File: config.mk
export PLATFORM = sky130hd
export DESIGN_NAME = pgskip_ctl
export DESIGN_NICKNAME = d
export VERILOG_FILES = /design/src/rtl/pgskip_ctl.sv
export SDC_FILE = /design/constraint.sdc
export NUM_CORES = 1
export LEC_CHECK = 0
export ABC_AREA = 1
export BUFFER_PORTS_ARGS = -buffer_cell sky130_fd_sc_hd__buf_2
export CAP_MARGIN = 20
export CELL_PAD_IN_SITES_DETAIL_PLACEMENT = 1
export CELL_PAD_IN_SITES_GLOBAL_PLACEMENT = 2
export CORE_MARGIN = 5
export CORE_UTILIZATION = 16
export DETAILED_ROUTE_END_ITERATION = 10
export GPL_ROUTABILITY_DRIVEN = 0
export PLACE_DENSITY_LB_ADDON = 0.1
export SLEW_MARGIN = 20
export SYNTH_ARGS = -nofsm -noshare
export SYNTH_HDL_FRONTEND = slang
export SYNTH_SLANG_ARGS = --single-unit
File: constraint.sdc
create_clock -name clk -period 1.9 [get_ports clk]
set_input_delay 0.19 -clock clk [delete_from_list [all_inputs] [get_ports clk]]
set_output_delay 0.19 -clock clk [all_outputs]
set_load 0.02 [all_outputs]
File: src/rtl/pgskip_ctl.sv
module pgskip_ctl #(
  parameter int PW = 3,
  parameter int AW = 13
) (
  input  logic               clk,
  input  logic               rst_n,
  input  logic               instr_valid,
  input  logic               page_en,
  input  logic [PW-1:0]      page_val,
  input  logic               jmp_en,
  input  logic               call_en,
  input  logic [AW-1:0]      addr_in,
  input  logic               skip_take,
  input  logic               ret_en,
  input  logic               reti_en,
  input  logic               irq_entry,
  input  logic               st_we,
  input  logic [7:0]         st_wdata,
  input  logic               flag_we,
  input  logic [2:0]         flag_in,
  output logic [PW+AW-1:0]   jump_target,
  output logic               jump_take,
  output logic               squash,
  output logic [7:0]         status
);
  logic [PW-1:0] page_q;
  logic          sar_q, ssf_q, skip_q;
  logic [2:0]    flg_q;
  logic          exec;

  assign exec        = instr_valid & ~irq_entry & ~skip_q;
  assign squash      = skip_q;
  assign status      = {page_q, sar_q, ssf_q, flg_q};
  assign jump_target = {page_q, addr_in};
  assign jump_take   = exec & (jmp_en | call_en);

  always_ff @(posedge clk) begin
    if (!rst_n) begin
      page_q <= '0;
      sar_q  <= 1'b0;
      ssf_q  <= 1'b0;
      skip_q <= 1'b0;
      flg_q  <= '0;
    end else if (irq_entry) begin
      ssf_q <= skip_q;
    end else if (instr_valid) begin
      if (skip_q) begin
        skip_q <= 1'b0;
      end else begin
        skip_q <= skip_take | (ret_en & sar_q);
        if (page_en)          page_q <= page_val;
        if (flag_we)          flg_q  <= flag_in;
        if (ret_en | reti_en) sar_q  <= 1'b0;
        if (st_we) begin
          page_q <= st_wdata[7:5];
          sar_q  <= st_wdata[4];
          ssf_q  <= st_wdata[3];
          flg_q  <= st_wdata[2:0];
        end
      end
    end
  end

  AST_SQUASH_CLEARS: assert property (@(posedge clk) disable iff (!rst_n)
    (instr_valid && squash && !irq_entry) |=> !squash);
  AST_SQUASH_FROZEN: assert property (@(posedge clk) disable iff (!rst_n)
    (instr_valid && squash && !irq_entry) |=> $stable(status));
  AST_PAGE_HOLD: assert property (@(posedge clk) disable iff (!rst_n)
    !(instr_valid && !squash && !irq_entry && (page_en || st_we)) |=> $stable(status[7:5]));
  AST_RET_DROPS_SAR: assert property (@(posedge clk) disable iff (!rst_n)
    (instr_valid && !squash && !irq_entry && (ret_en || reti_en) && !st_we) |=> !status[4]);
  AST_IRQ_SHADOW: assert property (@(posedge clk) disable iff (!rst_n)
    irq_entry |=> (status[3] == $past(squash)) && (squash == $past(squash)));
  AST_NO_TAKE_SQUASHED: assert property (@(posedge clk) disable iff (!rst_n)
    squash |-> !jump_take);
endmodule

==> run_results.csv <==
group,metric,value,unit
floorplan,pin_count,65,
timing,hold_viol,0,
clock_network,cts_sinks,9,
finish,final_common_cell,"buf_2",
logic_synthesis,ys_ff_latch,9,
floorplan,start_util,0.1673,
clock_network,cts_setup_buffers,0,
timing,max_slew_margin,0.8146,
routing,via_count,627,
critical_path,startpoint_type,"flip-flop",
timing,worst_pin_slew,277.5,ps
finish,drive_above_1_share,0.3947,
finish,most-common-layout-cells,"buf_2 (38), nand2_1 (32), dfxtp_1 (9)",
timing,finalWorstPathRequiredPeriod,1376,ps
timing,fmaxAchievable,726.5,MHz
outcome,status,"completed",
placement,io_buffers,38,
timing,rsz0062_at_grt,"false",
critical_path,rr_worst_depth,4,
global_route,grt_max_degree,13,
clock_network,clk_latency,230,ps
clock_network,clockRootBuffer,"clkbuf_8",
timing,final-setup-viol-count,0,
critical_path,rr_endpoint,"page_q[2]$_SDFFE_PN0P_",
power_and_ir_drop,power_density,694.9,nW/um^2
placement,dp_hpwl,1618,um
floorplan,row_count,22,
power_and_ir_drop,peakVddDrop,0.2578,mV
floorplan,die_w,72.34,um
critical_path,crit_path_end_kind,"primary output",
logic_synthesis,syn-num-nets,131,
floorplan,die_area,5233,um^2
critical_path,criticalPathCategory,"reg -> out",
global_route,gr-total-overflow,0,
power_and_ir_drop,leakagePower,0.3923,nW
placement,dpl_cell_area,718.2,um^2
routing,drt-total-wl,1959,um
logic_synthesis,syn_inst,92,
finish,area_delta_synth_final,22.74,%
floorplan,die_y,72.34,um
clock_network,cts_tree,"done",
routing,first_pass_iters,2,
global_route,antenna_found_initial,0,
critical_path,critPathCapture,"jump_take",
critical_path,required,1710,ps
clock_network,cts_buffer_depth,2,
timing,slew_violations,0,
global_route,grt_pass1_wl,3111,um
logic_synthesis,yosysSeqAreaShare,0.2897,
logic_synthesis,netlist_area,621.8,um^2
clock_network,cts_resized,0,
finish,n_fill_cell,484,
routing,viasPerCell,3.870,
global_route,grt_pass1_vias,673,
finish,finalInstanceArea,763.2,um^2
critical_path,cp_slowest_cell,"dfxtp_1",
critical_path,crit_start,"squash$_SDFFE_PN0P_",
logic_synthesis,synth_cell_types,18,
finish,nets,154,
clock_network,cts_buffers,3,
floorplan,core_area,3716,um^2
routing,final_antenna_net_count,0,
logic_synthesis,yosys_warnings,0,
critical_path,path_cells,"nor2_4 -> o21a_1 -> buf_2",
clock_network,cts_max_level,1,
clock_network,clk_pin_slew,50,ps
flow_run,cap_violations,0,
critical_path,slowest_delay,360,ps
timing,worst_clock_skew,1.038,ps
logic_synthesis,syn_avg_cell_area,6.759,um^2
routing,post_drt_wl_per_cell,12.09,um
timing,fin_setup_tns,0,ps
routing,drt_iter0_markers,12,
global_route,grt_usage,0.07624,
finish,diodes,0,
critical_path,r2r-start,"squash$_SDFFE_PN0P_",
routing,drc,0,
critical_path,reg2reg_slack,840,ps
timing,period_share,0.7245,
critical_path,cp.arrival,1190,ps
critical_path,crit_fanout,12,
worst_hold_path,worstHoldPathType,"in -> reg",
clock_network,cts-hold-fix-buffers,0,
-- flip-flops by register name, indices dropped and copies added, names as in the netlist --
name and count:
flg_q 3, page_q 3, sar_q 1, squash 1
ssf_q 1
-- worst max-delay path, delay by kind of cell (launching register included) --
| kind | cells | cell delay (ps) |
|---|---|---|
| DFF | 1 | 360 |
| buffers and inverters | 1 | 160 |
| AOI/OAI and AO/OA | 1 | 170 |
| and+or+nand+nor | 1 | 280 |
-- cells by family after synthesis --
| group | share of synthesized area |
|---|---|
| AOI/OAI and AO/OA | 0.1026 |
| and+or+nand+nor | 0.3300 |
| DFF | 0.2897 |
| buffers and inverters | 0.2777 |
-- cell type report --
type,count,area (um^2),share of cell area
Multi-Input combinational cell,58,269.0,0.3525
Timing Repair Buffer,38,190.2,0.2492
Sequential cell,9,180.2,0.2361
Tap cell,48,60.06,0.07869
Clock buffer,4,45.04,0.05902
Inverter,5,18.77,0.02459
-- worst min-delay path by stage --
stage / start / to / slack, ps / cells past startpoint
finish: st_wdata[4] / sar_q$_SDFFE_PN0P_ / 220 / 3
global placement: addr_in[9] / jump_target[9] / 380 / 0
CTS: st_wdata[4] / sar_q$_SDFFE_PN0P_ / 220 / 3
global route: st_wdata[4] / sar_q$_SDFFE_PN0P_ / 230 / 3
floorplan: rst_n / ssf_q$_SDFFE_PN0P_ / 330 / 2
detailed placement: addr_in[9] / jump_target[9] / 380 / 0
-- stage by stage --
| step | utilization | hold slack, ps | setup slack, ps | std cells | power [mW] |
|---|---|---|---|---|---|
| after floorplan | - | 328.3 | 804.7 | 92 | 0.3133 |
| after global placement | 0.1933 | 380.2 | 699.4 | 158 | 0.3148 |
| after detailed placement | 0.1933 | 380.2 | 675.9 | 158 | 0.3153 |
| after CTS | 0.2054 | 216.5 | 495.2 | 162 | 0.5442 |
| after global routing | 0.2054 | 227.3 | 411.2 | 162 | 0.5693 |
| final | 0.2054 | 217.7 | 523.5 | 162 | 0.5303 |
-- metal layers --
layer / vias up / share of wire / wire (um) / track usage
li1: 319 / - / - / -
met1: 278 / 0.40 / 792 / 0.08162
met2: 22 / 0.48 / 938 / 0.1274
met3: 8 / 0.10 / 195 / 0.03878
met4: 0 / 0.016 / 32 / 0.02923
met5: - / 0 / 0 / 0
-- cells in the mapped netlist --
cell	instances	area, um^2
nand2_1	32	120.1
buf_4	19	142.6
dfxtp_1	9	180.2
a21oi_1	8	40.04
nand3_1	7	35.03
inv_1	4	15.01
or2_1	2	12.51
a31oi_1	1	6.260
buf_6	1	11.26
inv_2	1	3.750
nand2_2	1	6.260
nand3_2	1	10.01
nand4_1	1	6.260
nor2_1	1	3.750
nor2_4	1	11.26
o21a_1	1	7.510
o21ai_0	1	5.000
o21ai_1	1	5.000
-- power by group --
group	switching (mW)	internal, mW	leakage [nW]
Combinational	0.0618	0.0425	0.296
Clock	0.0755	0.146	0.0228
Sequential	0.00622	0.198	0.0734
No activity file was read; power rests on OpenSTA's default activity.
